<file path="src/rtl/abp_pkg.sv">
package abp_pkg;

  // Where the affinity of a requested line was found.
  typedef enum logic [1:0] {
    LK_WINDOW = 2'd0,
    LK_TABLE  = 2'd1,
    LK_FRESH  = 2'd2
  } lookup_src_e;

endpackage

</file>
<file path="src/rtl/abp_table.sv">
module abp_table #(
  parameter int IDX_W = 4,
  parameter int TAG_W = 4,
  parameter int VAL_W = 16,
  localparam int DEPTH = 1 << IDX_W
) (
  input  logic             clk,
  input  logic             rst,
  input  logic [IDX_W-1:0] rd_idx,
  output logic             rd_vld,
  output logic [TAG_W-1:0] rd_tag,
  output logic [VAL_W-1:0] rd_val,
  input  logic             wr_en,
  input  logic [IDX_W-1:0] wr_idx,
  input  logic [TAG_W-1:0] wr_tag,
  input  logic [VAL_W-1:0] wr_val
);

  logic [TAG_W-1:0] tag_mem [DEPTH];
  logic [VAL_W-1:0] val_mem [DEPTH];
  logic [DEPTH-1:0] vld_q;

  // Data arrays: plain write port, no reset, so they map to memory.
  always_ff @(posedge clk) begin
    if (wr_en) begin
      tag_mem[wr_idx] <= wr_tag;
      val_mem[wr_idx] <= wr_val;
    end
  end

  always_ff @(posedge clk) begin
    if (rst) begin
      vld_q <= '0;
    end else if (wr_en) begin
      vld_q[wr_idx] <= 1'b1;
    end
  end

  assign rd_vld = vld_q[rd_idx];
  assign rd_tag = tag_mem[rd_idx];
  assign rd_val = val_mem[rd_idx];

  // a line written back from the window occupies its slot afterwards.
  assert_writeback_kept_R9: assert property (@(posedge clk) disable iff (rst)
    wr_en |=> vld_q[$past(wr_idx)]);

endmodule

</file>
<file path="src/rtl/abp_window.sv">
module abp_window #(
  parameter int WIN_N  = 4,
  parameter int LINE_W = 8,
  parameter int VAL_W  = 16,
  localparam int PW    = $clog2(WIN_N),
  localparam int CNT_W = $clog2(WIN_N + 1)
) (
  input  logic              clk,
  input  logic              rst,
  input  logic              upd_en,
  input  logic [LINE_W-1:0] lk_line,
  input  logic [VAL_W-1:0]  ins_val,
  output logic              hit,
  output logic [VAL_W-1:0]  hit_val,
  output logic              evict_vld,
  output logic [LINE_W-1:0] evict_line,
  output logic [VAL_W-1:0]  evict_val,
  output logic [CNT_W-1:0]  cnt_next
);

  // Slot 0 is the most recent entry, slot WIN_N-1 the least recent.
  logic [LINE_W-1:0] line_q [WIN_N];
  logic [VAL_W-1:0]  val_q  [WIN_N];
  logic [WIN_N-1:0]  vld_q;
  logic [WIN_N-1:0]  match;
  logic [PW-1:0]     hit_pos;
  logic [CNT_W-1:0]  cnt_now;

  for (genvar g = 0; g < WIN_N; g++) begin : g_cmp
    assign match[g] = vld_q[g] && (line_q[g] == lk_line);
  end

  always_comb begin
    hit_pos = '0;
    hit_val = '0;
    for (int i = 0; i < WIN_N; i++) begin
      if (match[i]) begin
        hit_pos = PW'(i);
        hit_val = val_q[i];
      end
    end
  end

  assign hit = |match;

  always_comb begin
    cnt_now = '0;
    for (int i = 0; i < WIN_N; i++) begin
      cnt_now = cnt_now + CNT_W'(vld_q[i]);
    end
  end

  assign evict_vld  = !hit && vld_q[WIN_N-1];
  assign evict_line = line_q[WIN_N-1];
  assign evict_val  = val_q[WIN_N-1];
  assign cnt_next   = (hit || vld_q[WIN_N-1]) ? cnt_now : cnt_now + CNT_W'(1);

  // Slot 0 always receives the requested line.
  always_ff @(posedge clk) begin
    if (upd_en) begin
      line_q[0] <= lk_line;
      val_q[0]  <= hit ? hit_val : ins_val;
    end
  end

  always_ff @(posedge clk) begin
    if (rst) begin
      vld_q[0] <= 1'b0;
    end else if (upd_en) begin
      vld_q[0] <= 1'b1;
    end
  end

  // Older slots shift down by one up to the hit position (or all on a miss).
  for (genvar g = 1; g < WIN_N; g++) begin : g_slot
    logic shift_en;
    assign shift_en = upd_en && (!hit || (g <= int'(hit_pos)));

    always_ff @(posedge clk) begin
      if (shift_en) begin
        line_q[g] <= line_q[g-1];
        val_q[g]  <= val_q[g-1];
      end
    end

    always_ff @(posedge clk) begin
      if (rst) begin
        vld_q[g] <= 1'b0;
      end else if (shift_en) begin
        vld_q[g] <= vld_q[g-1];
      end
    end
  end

  // a line is never present in two slots.
  assert_single_copy_R6: assert property (@(posedge clk) disable iff (rst)
    $onehot0(match));

  // the requested line becomes the most recent entry.
  assert_mru_insert_R6: assert property (@(posedge clk) disable iff (rst)
    upd_en |=> vld_q[0] && (line_q[0] == $past(lk_line)));

  // a request that hits the window removes no entry.
  assert_hit_no_evict_R6: assert property (@(posedge clk) disable iff (rst)
    (upd_en && hit) |=> $countones(vld_q) == $countones($past(vld_q)));

endmodule

</file>
<file path="src/rtl/abp_accum.sv">
module abp_accum #(
  parameter int VAL_W = 16,
  parameter int ACC_W = 20,
  parameter int CNT_W = 3
) (
  input  logic                    clk,
  input  logic                    rst,
  input  logic                    upd_en,
  input  logic                    enter_en,
  input  logic [VAL_W-1:0]        enter_aff,
  input  logic                    leave_en,
  input  logic [VAL_W-1:0]        leave_aff,
  input  logic [CNT_W-1:0]        cnt_next,
  output logic [VAL_W-1:0]        drift_q,
  output logic signed [ACC_W-1:0] sum_q,
  output logic                    sum_neg
);

  localparam int EXT_W = ACC_W - VAL_W;

  logic signed [ACC_W-1:0] enter_x;
  logic signed [ACC_W-1:0] leave_x;
  logic signed [ACC_W-1:0] cnt_x;
  logic signed [ACC_W-1:0] sum_next;
  logic [VAL_W-1:0]        drift_next;

  assign sum_neg = sum_q[ACC_W-1];
  assign enter_x = enter_en ? {{EXT_W{enter_aff[VAL_W-1]}}, enter_aff} : '0;
  assign leave_x = leave_en ? {{EXT_W{leave_aff[VAL_W-1]}}, leave_aff} : '0;
  assign cnt_x   = {{(ACC_W-CNT_W){1'b0}}, cnt_next};

  always_comb begin
    drift_next = sum_neg ? drift_q - VAL_W'(1) : drift_q + VAL_W'(1);
    sum_next   = sum_q + enter_x - leave_x;
    sum_next   = sum_neg ? sum_next - cnt_x : sum_next + cnt_x;
  end

  always_ff @(posedge clk) begin
    if (rst) begin
      drift_q <= '0;
      sum_q   <= '0;
    end else if (upd_en) begin
      drift_q <= drift_next;
      sum_q   <= sum_next;
    end
  end

  // a non-negative sum moves the drift up by one.
  assert_step_up_R4: assert property (@(posedge clk) disable iff (rst)
    (upd_en && !sum_neg) |=> drift_q == $past(drift_q) + VAL_W'(1));

  // a negative sum moves the drift down by one.
  assert_step_down_R5: assert property (@(posedge clk) disable iff (rst)
    (upd_en && sum_neg) |=> drift_q == $past(drift_q) - VAL_W'(1));

  // idle cycles leave drift and sum untouched.
  assert_idle_stable_R8: assert property (@(posedge clk) disable iff (rst)
    !upd_en |=> $stable(drift_q) && $stable(sum_q));

endmodule

</file>
<file path="src/rtl/abp_bipartitioner.sv">
module abp_bipartitioner #(
  parameter int LINE_W = 8,
  parameter int IDX_W  = 4,
  parameter int WIN_N  = 4,
  parameter int VAL_W  = 16
) (
  input  logic              clk,
  input  logic              rst,
  input  logic              req_valid,
  input  logic [LINE_W-1:0] req_line,
  output logic              rsp_valid,
  output logic [VAL_W-1:0]  rsp_affinity,
  output logic              rsp_sum_neg
);

  import abp_pkg::*;

  localparam int TAG_W = LINE_W - IDX_W;
  localparam int CNT_W = $clog2(WIN_N + 1);
  localparam int ACC_W = VAL_W + $clog2(WIN_N) + 2;

  logic [IDX_W-1:0]        req_idx;
  logic [TAG_W-1:0]        req_tag;
  logic                    win_hit;
  logic [VAL_W-1:0]        win_ival;
  logic                    ev_vld;
  logic [LINE_W-1:0]       ev_line;
  logic [VAL_W-1:0]        ev_ival;
  logic [CNT_W-1:0]        cnt_next;
  logic                    tbl_vld;
  logic [TAG_W-1:0]        tbl_tag;
  logic [VAL_W-1:0]        tbl_oval;
  logic [VAL_W-1:0]        drift;
  logic signed [ACC_W-1:0] win_sum;
  logic                    sum_neg;
  lookup_src_e             src;
  logic [VAL_W-1:0]        cur_aff;
  logic [VAL_W-1:0]        ins_ival;
  logic [VAL_W-1:0]        ev_aff;
  logic [VAL_W-1:0]        ev_oval;

  assign req_idx = req_line[IDX_W-1:0];
  assign req_tag = req_line[LINE_W-1:IDX_W];

  // Locate the requested line: window first, then its table slot.
  always_comb begin
    if (win_hit) begin
      src = LK_WINDOW;
    end else if (tbl_vld && (tbl_tag == req_tag)) begin
      src = LK_TABLE;
    end else begin
      src = LK_FRESH;
    end
    case (src)
      LK_WINDOW: cur_aff = win_ival + drift;
      LK_TABLE:  cur_aff = tbl_oval - drift;
      default:   cur_aff = '0;
    endcase
  end

  // Offset conversions, all relative to the drift before this request.
  assign ins_ival = cur_aff - drift;
  assign ev_aff   = ev_ival + drift;
  assign ev_oval  = ev_aff + drift;

  abp_window #(
    .WIN_N (WIN_N),
    .LINE_W(LINE_W),
    .VAL_W (VAL_W)
  ) win_i (
    .clk       (clk),
    .rst       (rst),
    .upd_en    (req_valid),
    .lk_line   (req_line),
    .ins_val   (ins_ival),
    .hit       (win_hit),
    .hit_val   (win_ival),
    .evict_vld (ev_vld),
    .evict_line(ev_line),
    .evict_val (ev_ival),
    .cnt_next  (cnt_next)
  );

  abp_table #(
    .IDX_W(IDX_W),
    .TAG_W(TAG_W),
    .VAL_W(VAL_W)
  ) tbl_i (
    .clk   (clk),
    .rst   (rst),
    .rd_idx(req_idx),
    .rd_vld(tbl_vld),
    .rd_tag(tbl_tag),
    .rd_val(tbl_oval),
    .wr_en (req_valid && ev_vld),
    .wr_idx(ev_line[IDX_W-1:0]),
    .wr_tag(ev_line[LINE_W-1:IDX_W]),
    .wr_val(ev_oval)
  );

  abp_accum #(
    .VAL_W(VAL_W),
    .ACC_W(ACC_W),
    .CNT_W(CNT_W)
  ) acc_i (
    .clk      (clk),
    .rst      (rst),
    .upd_en   (req_valid),
    .enter_en (!win_hit),
    .enter_aff(cur_aff),
    .leave_en (ev_vld),
    .leave_aff(ev_aff),
    .cnt_next (cnt_next),
    .drift_q  (drift),
    .sum_q    (win_sum),
    .sum_neg  (sum_neg)
  );

  always_ff @(posedge clk) begin
    if (rst) begin
      rsp_valid    <= 1'b0;
      rsp_affinity <= '0;
      rsp_sum_neg  <= 1'b0;
    end else begin
      rsp_valid <= req_valid;
      if (req_valid) begin
        rsp_affinity <= cur_aff;
        rsp_sum_neg  <= sum_neg;
      end
    end
  end

  // one response pulse per request, one cycle later.
  assert_rsp_pulse_R2: assert property (@(posedge clk) disable iff (rst)
    req_valid |=> rsp_valid);

  // without a request the outputs hold and no pulse appears.
  assert_rsp_hold_R2: assert property (@(posedge clk) disable iff (rst)
    !req_valid |=> !rsp_valid && $stable(rsp_affinity) && $stable(rsp_sum_neg));

  // a line found nowhere reports affinity zero.
  assert_fresh_zero_R3: assert property (@(posedge clk) disable iff (rst)
    (req_valid && (src == LK_FRESH)) |=> rsp_affinity == '0);

  // a window sum of zero drives the first request after reset positive.
  assert_sum_empty_R7: assert property (@(posedge clk) disable iff (rst)
    (req_valid && (win_sum == '0)) |=> !rsp_sum_neg);

endmodule

</file>
<file path="config.mk">
export PLATFORM = sky130hd
export DESIGN_NAME = abp_bipartitioner
export DESIGN_NICKNAME = d
export VERILOG_FILES = /design/src/rtl/abp_pkg.sv /design/src/rtl/abp_table.sv /design/src/rtl/abp_window.sv /design/src/rtl/abp_accum.sv /design/src/rtl/abp_bipartitioner.sv
export SDC_FILE = /design/constraint.sdc
export NUM_CORES = 1
export LEC_CHECK = 0
export CAP_MARGIN = 20
export CORE_MARGIN = 4
export CORE_UTILIZATION = 55
export CTS_CLUSTER_DIAMETER = 100
export DETAILED_ROUTE_END_ITERATION = 16
export PLACE_DENSITY = 0.71
export RECOVER_POWER = 50
export SYNTH_ARGS = -nofsm -noshare
export SYNTH_HDL_FRONTEND = slang
export SYNTH_SLANG_ARGS = --single-unit
export TNS_END_PERCENT = 10
</file>
<file path="constraint.sdc">
create_clock -name clk -period 12.9 [get_ports clk]
set_input_delay 2.58 -clock clk [delete_from_list [all_inputs] [get_ports clk]]
set_output_delay 2.58 -clock clk [all_outputs]
set_load 0.05 [all_outputs]
</file>
# Yosys cells after proc, flatten, opt, wreduce, memory -nomap -nowiden
# Memory sizes are Yosys's and may differ from the RTL's.
# Index checks and enable logic that the tools add are counted.
[classes]
addsub = 15
mul = 0
div = 0
n_lt_le_gt_ge = 6
eq_ne = 6
shift = 0
mux = 30
bitwise_logic = 1
reduce_logical = 18
[ops]
columns = ["operator", "count"]
rows = [
  ["2-to-1 mux 16 bit", 6],
  ["2-to-1 mux 20 bit", 3],
  ["adder 16 bit", 3],
  ["equality test 8 bit", 4],
  ["one-hot mux 16 bit (2 select lines)", 1],
  ["subtractor 16 bit", 2],
  ["adder 20 bit", 1],
  ["adder 20 x 4 -> 20 bit", 1],
  ["subtractor 20 bit", 1],
  ["subtractor 20 x 4 -> 20 bit", 1],
  ["adder 16 x 1 -> 16 bit, second input constant", 1],
  ["bitwise OR 16 bit", 1],
  ["subtractor 16 x 1 -> 16 bit, second input constant", 1],
  ["2-to-1 mux 1 bit", 13],
  ["logical AND 1 bit", 11],
  ["less-than comparator 4 x 5 -> 1 bit, second input constant", 2],
  ["2-to-1 mux 2 bit", 4],
  ["adder 3 x 1 -> 3 bit", 2],
  ["binary-select mux 1 bit (select 4 bit)", 1],
  ["demux 1 bit (select 4 bit)", 1],
  ["equality test 4 bit", 1],
  [">= comparator 4 x 1 -> 1 bit, second input constant", 1],
  ["less-or-equal comparator 2 bit, first input constant", 2],
  ["logical OR 1 bit", 4],
  ["other kinds (8)", 8],
]
[totals]
register_bits = 74
latchBits = 0
ram_bits = 416
rom_bits = 0
input_bits = 11
out_inout_bits = 18
wordCells = 90
mem_count = 4
[memory_table]
columns = ["memory", "words", "width", "rd", "rd_clocked_by_memory_dff", "wr", "line", "text"]
rows = [
  ["tbl_i.val_mem", 16, 16, 1, 0, 1, "abp_table.sv:20", "logic [VAL_W-1:0] val_mem [DEPTH];"],
  ["tbl_i.tag_mem", 16, 4, 1, 0, 1, "abp_table.sv:19", "logic [TAG_W-1:0] tag_mem [DEPTH];"],
  ["win_i.val_q", 4, 16, 4, 0, 4, "abp_window.sv:23", "logic [VAL_W-1:0] val_q [WIN_N];"],
  ["win_i.line_q", 4, 8, 4, 0, 4, "abp_window.sv:22", "logic [LINE_W-1:0] line_q [WIN_N];"],
]

# Logic depth before layout (Yosys ltp)
# An unclocked memory read counts as a cell.
[depth]
word_depth = 14
depth_mapped = 39

# Cells and area by module
# A second synthesis with hierarchy kept.
[unflattened]
hier_cells = 2143
area_unflattened_um2 = 26593.0
[by_module_without_submodules]
columns = ["module", "n_inst", "cells_per_inst", "area_per_inst_um2", "seq_area_each_um2"]
rows = [
  ["abp_table", 1, 579, 12714.7, 9929.5],
  ["abp_window", 1, 413, 4888.4, 2962.8],
  ["abp_accum", 1, 554, 4533.1, 720.7],
  ["abp_bipartitioner", 1, 597, 4456.8, 360.3],
]

# Worst setup path before layout
# OpenSTA, ideal clock, no wires.
[synth_timing]
path_type = "input to register"
start = "input req_line[0]"
end = "register acc_i.sum_q[19]"
setup_time_ps = 106
arrival_ps = 9868
required_time_ps = 12794
path_slack_ps = 2926
cell_stages = 37
n_path_buf = 5
path_cell_list = "buf_6 > buf_6 > buf_2 > clkbuf_1 > buf_2 > mux4_2 > mux4_2 > inv_1 > ha_1 > inv_1 > fa_1 > a21o_1 > a21o_1 > a21o_1 > a21oi_1 > xnor2_1 > nand2_1 > fa_1 > inv_1 > ha_1 > a21oi_1 > and3_1 > nand2_1 > a41o_1 > o21ai_0 > nand2b_1 > xor2_1 > ha_1 > a21o_1 > a21oi_1 > nand2_1 > a311oi_1 > o31ai_1 > nand3_1 > nand2_1 > or3_1 > o311ai_0"
[synth_between]
elab_chain_cells = 13
[synth_lines]
columns = ["item", "line", "text"]
rows = [
  ["start, declared", "abp_bipartitioner.sv:10", "input logic [LINE_W-1:0] req_line,"],
  ["equality test 8 bit", "abp_window.sv:30", "assign match[g] = vld_q[g] && (line_q[g] == lk_line);"],
  ["logical AND 1 bit", "abp_window.sv:30", ""],
  ["2-to-1 mux 16 bit (4 in series)", "abp_window.sv:37", "if (match[i]) begin"],
  ["adder 16 bit", "abp_bipartitioner.sv:55", "LK_WINDOW: cur_aff = win_ival + drift;"],
  ["one-hot mux 16 bit (2 select lines)", "abp_bipartitioner.sv:54", "case (src)"],
  ["2-to-1 mux 20 bit", "abp_accum.sv:28", "assign enter_x = enter_en ? {{EXT_W{enter_aff[VAL_W-1]}}, enter_aff} : '0;"],
  ["adder 20 bit", "abp_accum.sv:34", "sum_next = sum_q + enter_x - leave_x;"],
  ["subtractor 20 bit", "abp_accum.sv:34", ""],
  ["adder 20 x 4 -> 20 bit or subtractor 20 x 4 -> 20 bit (tied branches)", "abp_accum.sv:35", "sum_next = sum_neg ? sum_next - cnt_x : sum_next + cnt_x;"],
  ["2-to-1 mux 20 bit *", "abp_accum.sv:35", ""],
  ["end signal, assigned", "abp_accum.sv:44", "sum_q <= sum_next;"],
  ["end, declared", "abp_accum.sv:15", "output logic signed [ACC_W-1:0] sum_q,"],
]
# Every way passes the cells marked *; elsewhere a longest branch is shown, timed or not. The select of a mux whose other input is x is not followed.
# A chain may end at the register's enable or synchronous reset.

# Worst setup path after layout
[layout_timing]
start = "input req_line[3]"
end = "register acc_i.sum_q[19]"
# Same word-level chain as after synthesis.

==> flow_summary.json <==
{
  "start_util_pct": 56.1,
  "ys_types": 63,
  "synth.area.mux_share_pct": 10.3,
  "status": "finished, violations left",
  "critPathArrivalTime_ps": 11600,
  "synth_edf_count": 416,
  "final_max_slew_viol_count": 132,
  "numCtsBuffers": 49,
  "clk_pin_slew_ps": 60,
  "netlist_area_mm2": 0.0250,
  "synth_compound_area_share_pct": 8.65,
  "ant_nets": 0,
  "tightest_slew_ps": 2810,
  "rows": 77,
  "avgSynthCellArea_um2": 13.3,
  "ys.flop_type": "edfxtp_1",
  "worstPathMaxFanout": 35,
  "gp_congestion": 0.919,
  "fill_cells": 3406,
  "crit_family": "buffers and inverters",
  "insertion_delay_ps": 610,
  "path_class": "input port to flop",
  "core_area_mm2": 0.0445,
  "first_global_vias": 15500,
  "antenna-diode-count": 0,
  "gr-total-overflow": 0,
  "async_reset_ff_share_pct": 0,
  "crit_path_start_kind": "input port",
  "cts_max_level": 2,
  "r2r_start": "win_i.line_q[3][6]",
  "ir_drop_v": 0.000130,
  "viasPerCell": 6.12,
  "grt_max_degree": 57,
  "synthSimpleGateAreaFrac_pct": 8.36,
  "routedWlPerCell_um": 24.2,
  "yosysSeqAreaShare_pct": 56.0,
  "startpoint": "req_line[3]",
  "ys_warn_count": 0,
  "grt_usage_pct": 25.1,
  "fin_ws_ps": 1790,
  "placed_cells": 2480,
  "yosysTopAreaCell": "edfxtp_1",
  "skew_ps": 18.5,
  "crit_path_end_kind": "flop",
  "slowest_delay_ps": 1890,
  "ios": 29,
  "ys_top_cells_by_area": "edfxtp_1 (50%), mux4_2 (9.0%), ha_1 (6.8%)",
  "clock-root-buffer": "clkbuf_16",
  "tritoncts": "built",
  "synth_top_family_by_area": "multiplexers",
  "grt_pass1_wl_mm": 94.4,
  "syn_nets": 2056,
  "synth_xor_area_share_pct": 5.12,
  "place_ws_ps": 2370,
  "die_width_um": 221,
  "cts_sinks": 490,
  "drt-total-wl_mm": 62.3,
  "drt_pass1_iterations": 5,
  "synth_seq_cells": 490,
  "relSlewSlack_pct": -87.4,
  "rsz0062_at_grt": "no",
  "cap_violations": 4,
  "via_count": 15800,
  "remaining_drc_errors": 0,
  "hpwl_mm": 41.6,
  "drive_gt1_share_pct": 12.6,
  "finalSetupViolations": 0,
  "fp.dieH_um": 221,
  "power.density_mw_per_mm2": 211,
  "fp.dieArea_mm2": 0.0489,
  "final_nets": 2119,
  "crit_slowest_cell": "clkbuf_1",
  "path_buf_inv": 5,
  "layout_min_cycle_time_ps": 11110,
  "worst_hold_slack_ps": 444,
  "fmax_mhz": 90.0,
  "hold_buffers": 0,
  "synthAdderAreaFrac_pct": 9.01,
  "hold_path.class": "flop to flop",
  "antenna_found_initial": 0,
  "synth_cells": 1882,
  "syn_to_final_growth_pct": 11.0,
  "final_hold_viol_count": 0,
  "period_share_pct": 86.1,
  "drtIter0Drc": 1626,
  "hold_start": "win_i.val_q[1][9]",
  "cts_resized": 0,
  "violations": "max-capacitance violations, max-slew violations",
  "yosysTopAreaCellShare_pct": 50.0,
  "leakagePower_nw": 10.3,
  "cts_buffer_depth": 3,
  "postCtsSetupBuffers": 0,
  "worstPathRequired_ps": 13390,
  "fin_cells": 2578,
  "setup_tns_ps": 0,
  "port_buffers": 28
}
[layout by cell type (no fill, tap or decap), types with 5 or more instances in the layout]
| cell type | count |
|---|---|
| edfxtp_1 | 416 |
| nor2_1 | 147 |
| ha_1 | 135 |
| a21oi_1 | 120 |
| nand2_1 | 114 |
| xnor2_1 | 104 |
| mux4_2 | 100 |
| inv_1 | 94 |
| dfxtp_1 | 74 |
| o21ai_0 | 56 |
| clkbuf_16 | 51 |
| a21o_1 | 46 |
| xor2_1 | 40 |
| buf_4 | 37 |
| nand3_1 | 33 |
| nor3_1 | 33 |
| mux2i_1 | 31 |
| clkbuf_1 | 30 |
| fa_1 | 28 |
| dlygate4sd3_1 | 22 |
| nor2b_1 | 16 |
| a211oi_1 | 16 |
| or3_1 | 16 |
| o21a_1 | 15 |
| and2_1 | 15 |
| nor2_2 | 13 |
| and3_1 | 13 |
| a311oi_1 | 13 |
| nand4_1 | 12 |
| nand2b_1 | 12 |
| a22oi_1 | 11 |
| clkinv_2 | 10 |
| o21bai_1 | 9 |
| a31o_2 | 7 |
| o31ai_1 | 7 |
| a31oi_1 | 6 |
| clkinv_1 | 6 |
| nor3_2 | 5 |
| nand3b_1 | 5 |
| clkbuf_8 | 5 |
[stage by stage]
stage	utilization, %	total power [mW]	cell area, µm²
finish	62.3	5.86	27700
detailed placement	58.7	4.41	26100
global placement	58.6	4.35	26100
global route	62.3	6.20	27700
floorplan	-	3.84	25000
CTS	62.4	5.88	27800
[routing by layer]
metal	global-route usage [%]	part of all wire, %	wire [µm]
met4	9.52	3.8	2370
met1	34.3	41	25300
met2	41.3	49	30300
met3	3.75	6.9	4300
met5	0	0	0
[report_power, final]
| group | total, mW | internal, mW | switching, mW | leakage (nW) |
|---|---|---|---|---|
| clock network | 1.46 | 0.839 | 0.617 | 0.814 |
| registers | 2.17 | 2.08 | 0.0842 | 4.41 |
| logic | 2.24 | 0.905 | 1.33 | 5.09 |
[sequential cells by signal (all words and copies together), names as in the netlist]
signal,flops
acc_i.drift_q,16
acc_i.sum_q,20
rsp_affinity,16
rsp_sum_neg,1
rsp_valid,1
tbl_i.tag_mem,64
tbl_i.val_mem,256
tbl_i.vld_q,16
win_i.line_q,32
win_i.val_q,64
win_i.vld_q,4
[layout make-up]
cell class	instances	area, µm²	area share, %
clock buffer	68	1390	5.01
clock inverter	24	258	0.930
inverter	94	353	1.27
multi-input combinational	1230	10400	37.6
sequential	490	14000	50.4
tap	592	741	2.67
timing repair buffer	80	593	2.14
[cells in the mapped netlist, drive strengths merged, types with 27 or more instances]
master    n
clkbuf   41
nor2    160
ha      135
xor2     41
mux4    100
inv      94
dfxtp    74
o21ai    57
a21oi   121
xnor2   104
buf      27
nand2   114
nand3    33
fa       28
mux2i    31
nor3     38
edfxtp  416
a21o     46
[worst paths after layout]
kind | to | slack, ps | cells after the start
worst max-delay path | acc_i.sum_q[19] | 1790 | 32
worst max register to register | acc_i.sum_q[19] | 5150 | 30
worst min register to register | win_i.val_q[2][9] | 440 | 0
worst min-delay path | win_i.val_q[2][9] | 440 | 0
[cell families (layout without fill, tap and decap cells)]
group / Yosys count / in the layout
AND/OR/NAND/NOR: 451 / 451
multiplexers: 131 / 131
AO/OA/AOI/OAI: 340 / 340
buffers and inverters: 162 / 266
adder cells (fa/ha/maj): 163 / 163
flip-flops: 490 / 490
XOR/XNOR: 145 / 145
(Power assumes the default switching activity.)
